==> config.mk <==
export PLATFORM = sky130hd
export DESIGN_NAME = acc_cpu
export DESIGN_NICKNAME = d
export VERILOG_FILES = /design/src/rtl/acc_cpu_pkg.sv /design/src/rtl/acc_cpu_seq.sv /design/src/rtl/acc_cpu_mem.sv /design/src/rtl/acc_cpu_alu.sv /design/src/rtl/acc_cpu.sv
export SDC_FILE = /design/constraint.sdc
export NUM_CORES = 1
export LEC_CHECK = 0
export ABC_AREA = 1
export BUFFER_PORTS_ARGS = -buffer_cell sky130_fd_sc_hd__buf_4
export CAP_MARGIN = 20
export CORE_MARGIN = 2
export CORE_UTILIZATION = 35
export CTS_CLUSTER_DIAMETER = 120
export DETAILED_ROUTE_END_ITERATION = 10
export PLACE_DENSITY_LB_ADDON = 0.15
export SYNTH_ARGS = -nofsm -noshare
export SYNTH_HDL_FRONTEND = slang
export SYNTH_HIERARCHICAL = 1
export SYNTH_SLANG_ARGS = --single-unit
==> constraint.sdc <==
create_clock -name clk_i -period 3.18 [get_ports clk_i]
set_input_delay 0.159 -clock clk_i [delete_from_list [all_inputs] [get_ports clk_i]]
set_output_delay 0.159 -clock clk_i [all_outputs]
set_load 0.005 [all_outputs]
==> src/rtl/acc_cpu_pkg.sv <==
package acc_cpu_pkg;

  typedef enum logic [3:0] {
    OP_NOP = 4'h0,
    OP_LDA = 4'h1,
    OP_ADD = 4'h2,
    OP_SUB = 4'h3,
    OP_STA = 4'h4,
    OP_LDI = 4'h5,
    OP_JMP = 4'h6,
    OP_JC  = 4'h7,
    OP_JZ  = 4'h8,
    OP_OUT = 4'hE,
    OP_HLT = 4'hF
  } op_e;

  // bus drivers first, then loads and modifiers
  typedef struct packed {
    logic pc_oe;
    logic ram_oe;
    logic ir_oe;
    logic a_oe;
    logic alu_oe;
    logic mar_ld;
    logic ir_ld;
    logic a_ld;
    logic b_ld;
    logic ram_we;
    logic out_ld;
    logic pc_ld;
    logic pc_inc;
    logic fl_ld;
    logic sub;
    logic hlt;
  } ctrl_t;

endpackage

==> src/rtl/acc_cpu_seq.sv <==
module acc_cpu_seq
  import acc_cpu_pkg::*;
#(
  parameter int OPW   = 4,
  parameter int NSTEP = 5
) (
  input  logic                       clk_i,
  input  logic                       rst_ni,
  input  logic [OPW-1:0]             op_i,
  input  logic                       c_i,
  input  logic                       z_i,
  output ctrl_t                      ctrl_o,
  output logic [$clog2(NSTEP)-1:0]   step_o,
  output logic                       halted_o
);
  localparam int SW = $clog2(NSTEP);
  localparam logic [SW-1:0] LAST = SW'(NSTEP - 1);

  logic [SW-1:0] step_q;
  logic          halted_q;
  ctrl_t         word;

  function automatic ctrl_t ucode(input logic [OPW-1:0] op, input logic [SW-1:0] st,
                                  input logic c, input logic z);
    ctrl_t w;
    w = '0;
    case (int'(st))
      0: begin w.pc_oe = 1'b1; w.mar_ld = 1'b1; end
      1: begin w.ram_oe = 1'b1; w.ir_ld = 1'b1; w.pc_inc = 1'b1; end
      2: begin
        case (op)
          OP_LDA, OP_ADD, OP_SUB, OP_STA: begin w.ir_oe = 1'b1; w.mar_ld = 1'b1; end
          OP_LDI: begin w.ir_oe = 1'b1; w.a_ld = 1'b1; end
          OP_JMP: begin w.ir_oe = 1'b1; w.pc_ld = 1'b1; end
          OP_JC:  if (c) begin w.ir_oe = 1'b1; w.pc_ld = 1'b1; end
          OP_JZ:  if (z) begin w.ir_oe = 1'b1; w.pc_ld = 1'b1; end
          OP_OUT: begin w.a_oe = 1'b1; w.out_ld = 1'b1; end
          OP_HLT: w.hlt = 1'b1;
          default: ;
        endcase
      end
      3: begin
        case (op)
          OP_LDA: begin w.ram_oe = 1'b1; w.a_ld = 1'b1; end
          OP_ADD, OP_SUB: begin w.ram_oe = 1'b1; w.b_ld = 1'b1; end
          OP_STA: begin w.a_oe = 1'b1; w.ram_we = 1'b1; end
          default: ;
        endcase
      end
      4: begin
        case (op)
          OP_ADD: begin w.alu_oe = 1'b1; w.a_ld = 1'b1; w.fl_ld = 1'b1; end
          OP_SUB: begin w.alu_oe = 1'b1; w.a_ld = 1'b1; w.fl_ld = 1'b1; w.sub = 1'b1; end
          default: ;
        endcase
      end
      default: ;
    endcase
    return w;
  endfunction

  always_comb word = ucode(op_i, step_q, c_i, z_i);

  always_ff @(posedge clk_i or negedge rst_ni) begin
    if (!rst_ni) begin
      step_q   <= '0;
      halted_q <= 1'b0;
    end else if (!halted_q) begin
      if (word.hlt)            halted_q <= 1'b1;
      else if (step_q == LAST) step_q   <= '0;
      else                     step_q   <= step_q + 1'b1;
    end
  end

  assign ctrl_o   = halted_q ? '0 : word;
  assign step_o   = step_q;
  assign halted_o = halted_q;

endmodule

==> src/rtl/acc_cpu_mem.sv <==
module acc_cpu_mem #(
  parameter int DW = 8,
  parameter int AW = 4
) (
  input  logic          clk_i,
  input  logic          rst_ni,
  input  logic          mar_ld_i,
  input  logic          we_i,
  input  logic [DW-1:0] bus_i,
  input  logic          ld_we_i,
  input  logic [AW-1:0] ld_addr_i,
  input  logic [DW-1:0] ld_data_i,
  output logic [DW-1:0] rd_o
);
  localparam int DEPTH = 1 << AW;

  logic [DW-1:0] mem_q [DEPTH];
  logic [AW-1:0] mar_q;

  always_ff @(posedge clk_i or negedge rst_ni) begin
    if (!rst_ni)       mar_q <= '0;
    else if (mar_ld_i) mar_q <= bus_i[AW-1:0];
  end

  // load port wins; used only while core is in reset
  always_ff @(posedge clk_i) begin
    if (ld_we_i)   mem_q[ld_addr_i] <= ld_data_i;
    else if (we_i) mem_q[mar_q]     <= bus_i;
  end

  assign rd_o = mem_q[mar_q];

endmodule

==> src/rtl/acc_cpu_alu.sv <==
module acc_cpu_alu #(
  parameter int DW = 8
) (
  input  logic          clk_i,
  input  logic          rst_ni,
  input  logic [DW-1:0] a_i,
  input  logic [DW-1:0] b_i,
  input  logic          sub_i,
  input  logic          fl_ld_i,
  output logic [DW-1:0] y_o,
  output logic          c_o,
  output logic          z_o
);
  logic [DW:0] sum;
  logic        c_q, z_q;

  always_comb sum = {1'b0, a_i} + {1'b0, b_i ^ {DW{sub_i}}} + {{DW{1'b0}}, sub_i};

  always_ff @(posedge clk_i or negedge rst_ni) begin
    if (!rst_ni) begin
      c_q <= 1'b0;
      z_q <= 1'b0;
    end else if (fl_ld_i) begin
      c_q <= sum[DW];
      z_q <= (sum[DW-1:0] == '0);
    end
  end

  assign y_o = sum[DW-1:0];
  assign c_o = c_q;
  assign z_o = z_q;

endmodule

==> src/rtl/acc_cpu.sv <==
module acc_cpu
  import acc_cpu_pkg::*;
#(
  parameter int DW    = 8,
  parameter int AW    = 4,
  parameter int NSTEP = 5
) (
  input  logic          clk_i,
  input  logic          rst_ni,
  input  logic          ld_we_i,
  input  logic [AW-1:0] ld_addr_i,
  input  logic [DW-1:0] ld_data_i,
  output logic [DW-1:0] out_o,
  output logic          out_stb_o,
  output logic          halted_o,
  output logic          carry_o,
  output logic          zero_o
);
  localparam int SW  = $clog2(NSTEP);
  localparam int OPW = DW - AW;

  ctrl_t         ctrl;
  logic [SW-1:0] step;
  logic [DW-1:0] bus, mem_rd, alu_y;
  logic [DW-1:0] a_q, b_q, ir_q, out_q;
  logic [AW-1:0] pc_q;
  logic          c_flag, z_flag, out_stb_q;

  acc_cpu_seq #(.OPW(OPW), .NSTEP(NSTEP)) u_seq (
    .clk_i    (clk_i),
    .rst_ni   (rst_ni),
    .op_i     (ir_q[DW-1 -: OPW]),
    .c_i      (c_flag),
    .z_i      (z_flag),
    .ctrl_o   (ctrl),
    .step_o   (step),
    .halted_o (halted_o)
  );

  acc_cpu_mem #(.DW(DW), .AW(AW)) u_mem (
    .clk_i     (clk_i),
    .rst_ni    (rst_ni),
    .mar_ld_i  (ctrl.mar_ld),
    .we_i      (ctrl.ram_we),
    .bus_i     (bus),
    .ld_we_i   (ld_we_i),
    .ld_addr_i (ld_addr_i),
    .ld_data_i (ld_data_i),
    .rd_o      (mem_rd)
  );

  acc_cpu_alu #(.DW(DW)) u_alu (
    .clk_i   (clk_i),
    .rst_ni  (rst_ni),
    .a_i     (a_q),
    .b_i     (b_q),
    .sub_i   (ctrl.sub),
    .fl_ld_i (ctrl.fl_ld),
    .y_o     (alu_y),
    .c_o     (c_flag),
    .z_o     (z_flag)
  );

  // shared bus: microcode guarantees a single driver
  always_comb begin
    bus = '0;
    if (ctrl.pc_oe)  bus = DW'(pc_q);
    if (ctrl.ram_oe) bus = mem_rd;
    if (ctrl.ir_oe)  bus = DW'(ir_q[AW-1:0]);
    if (ctrl.a_oe)   bus = a_q;
    if (ctrl.alu_oe) bus = alu_y;
  end

  always_ff @(posedge clk_i or negedge rst_ni) begin
    if (!rst_ni) begin
      a_q       <= '0;
      b_q       <= '0;
      ir_q      <= '0;
      out_q     <= '0;
      pc_q      <= '0;
      out_stb_q <= 1'b0;
    end else begin
      if (ctrl.a_ld)   a_q   <= bus;
      if (ctrl.b_ld)   b_q   <= bus;
      if (ctrl.ir_ld)  ir_q  <= bus;
      if (ctrl.out_ld) out_q <= bus;
      if (ctrl.pc_ld)       pc_q <= bus[AW-1:0];
      else if (ctrl.pc_inc) pc_q <= pc_q + 1'b1;
      out_stb_q <= ctrl.out_ld;
    end
  end

  assign out_o     = out_q;
  assign out_stb_o = out_stb_q;
  assign carry_o   = c_flag;
  assign zero_o    = z_flag;

endmodule

==> qor.csv <==
metric;value;unit
status;finished, final reports clean;
Setup WS pre-CTS;0.0253;ns
Internal;4.76;mW
initial antenna violation count;0;
YS warnings;6;
Tot GR Track Use;18.0;%
share of cells above drive strength 1;20.4;%
port bufs;26;
DRC;0;
Synth Cell Area;8980;µm²
CP arrival;3.16;ns
total negative slack;0;ns
Pre-antenna DRT Iters;6;
crit-path leading delay family;simple AND/OR/NAND/NOR gates;
Comb power frac;37.6;%
I/O Pins;27;
highest fanout seen on the critical path;16;
nets@finish;1098;
Worst setup SP type;register;
DR iter-0 viols;441;
Mapped Nets;1034;
antenna cells;0;
row count;58;
Die ar.;27000;µm²
skew final;0.0128;ns
final instance count without filler cells;1411;
cells after synthesis;1005;
Max stage delay cell, worst path;dfrtp_1;
core area;25200;µm²
Worst-Margin Slew;0.631;ns
Sequential Power Share;36.4;%
Crit Path Class;register to register;
switching share of power;39.4;%
Routed WL;23100;µm
P_leak;4.91;nW
Max Cap Viol;0;
P_sw;3.09;mW
CTS tree;built;
CTS clk-pin slew, worst paths;0.07;ns
worst path bufs/invs;6;
clock latency on the worst-skew pair;0.43;ns
number of global-route vias before repair;6347;
grt ovf;0;
Tmin final;3.01;ns
Highest Clock Rate;332;MHz
hold crit path type;primary input to register;
DP Wirelength;15300;µm
maximum vdd drop;0.510;mV
Die Wd;164;µm
clk buf depth;2;
initial core utilization;35.7;%
Vias;6556;
first-pass GRT wire length;36200;µm
slack of the critical path;0.166;ns
CTS Root Cell;clkbuf_16;
fin crit share;94.8;%
slew margin rel.;57.9;%
CP required;3.33;ns
Slew Limit Fails;0;
placed insts;1372;
largest net degree at the start of global routing;48;
clock sink total;175;
end-of-flow core utilization;42.0;%
vias per cell;4.65;
antenna viol nets, final;0;
CP Capture Type;register;
routability cong.;0.856;
Final Setup Violations;0;
max incr delay on CP;0.39;ns
cts bufs inserted;17;
PD cells;742;nW/µm²
DR WL/cell;16.4;µm
Die Ht;164;µm
clock share of power;26.0;%
Filler Cell Count;2455;
worst path cell trace;inv_2, ha_4, nand2_4, inv_4, nand3_4, nor3_4, buf_12, nand2_4, nand2_4, inv_1, fa_1, inv_1, nand2_1, nand3_1, nand2_1, o21ai_2, inv_1, mux2_4;
area delta synth->final;17.9;%
CTS HTree Levels;4;
Avg Inst Size Synth;8.94;µm²
Hold Vio Cnt, Final;0;
## state kept, by name, summed over array words and instances (netlist names)
name            flops
u_mem/mem_q       128
a_q                 8
b_q                 8
ir_q                8
out_o               8
pc_q                4
u_mem/mar_q         4
u_seq/step_o        3
out_stb_o           1
u_alu/c_o           1
u_alu/z_o           1
u_seq/halted_o      1
## power by group through the flow
stage / sequential [mW] / combinational, mW / clock, mW
2_1_floorplan: 2.84 / 1.92 / 0
6_report: 2.86 / 2.96 / 2.04
5_1_grt: 2.89 / 3.34 / 2.16
3_3_place_gp: 2.89 / 2.81 / 0
4_1_cts: 2.84 / 2.83 / 2.08
3_5_place_dp: 2.89 / 2.82 / 0
## metrics by stage
step	total power [mW]	cell area (µm²)	hold slack, ns
floorplan	4.77	8990	-0.137
global placement	5.70	9760	0.237
detailed placement	5.70	9760	0.228
CTS	7.75	10300	0.205
global route	8.39	10600	0.153
finish	7.86	10600	0.166
## path summary, 6_finish.rpt
kind,start,to,slack [ns],cells after the start
max in group asynchronous,rst_ni,u_mem/mar_q[0],2.44,2
hold / removal,ld_data_i[6],u_mem/mem_q[10][6],0.17,2
hold reg to reg,ir_q[1],ir_q[1],0.49,2
setup / recovery,u_seq/step_o[1],u_mem/mem_q[6][4],0.17,18
setup reg to reg,u_seq/step_o[1],u_mem/mem_q[6][4],0.17,18
min in group asynchronous,rst_ni,u_seq/step_o[1],0.28,2
## cell type report
cell class	instances	area (µm²)	area share (%)
flip-flops and latches	175	5020	47.4
multi-input cells	622	3260	30.8
repair buffers	87	693	6.55
inverters	166	627	5.92
clock buffers	17	425	4.02
well taps	330	413	3.90
clock inverters	14	149	1.41
## timing repair
| item | 4_1_cts | 5_1_grt |
|---|---|---|
| buffers inserted | 0 | 5 |
| endpoints found under the setup margin | 16 | 80 |
| pin swaps | 0 | 12 |
| gates cloned | 0 | 2 |
| hold endpoints to repair | 47 | 0 |
| hold buffers | 1 | 0 |
| resized for setup | 1 | 35 |
## layout by cell type, fill, tap and decap left out, types with 17 or more instances in the layout
| master | instances |
|---|---|
| nand2_1 | 326 |
| buf_4 | 83 |
| edfxtp_1 | 128 |
| nand3_1 | 126 |
| inv_1 | 144 |
| clkbuf_16 | 17 |
| dfrtp_1 | 46 |
| nor2_1 | 42 |
| inv_2 | 19 |
| o21ai_2 | 23 |
| nand2_2 | 17 |
## layer usage
| layer | global-route usage, % | up-vias | share of wire (%) |
|---|---|---|---|
| met1 | 25.4 | 3098 | 48 |
| met5 | 0 | - | 0 |
| met3 | 2.95 | 28 | 3.7 |
| li1 | - | 3302 | - |
| met4 | 5.42 | 0 | 1.7 |
| met2 | 28.6 | 128 | 46 |
Note: power is estimated with default switching activity, not from simulation.
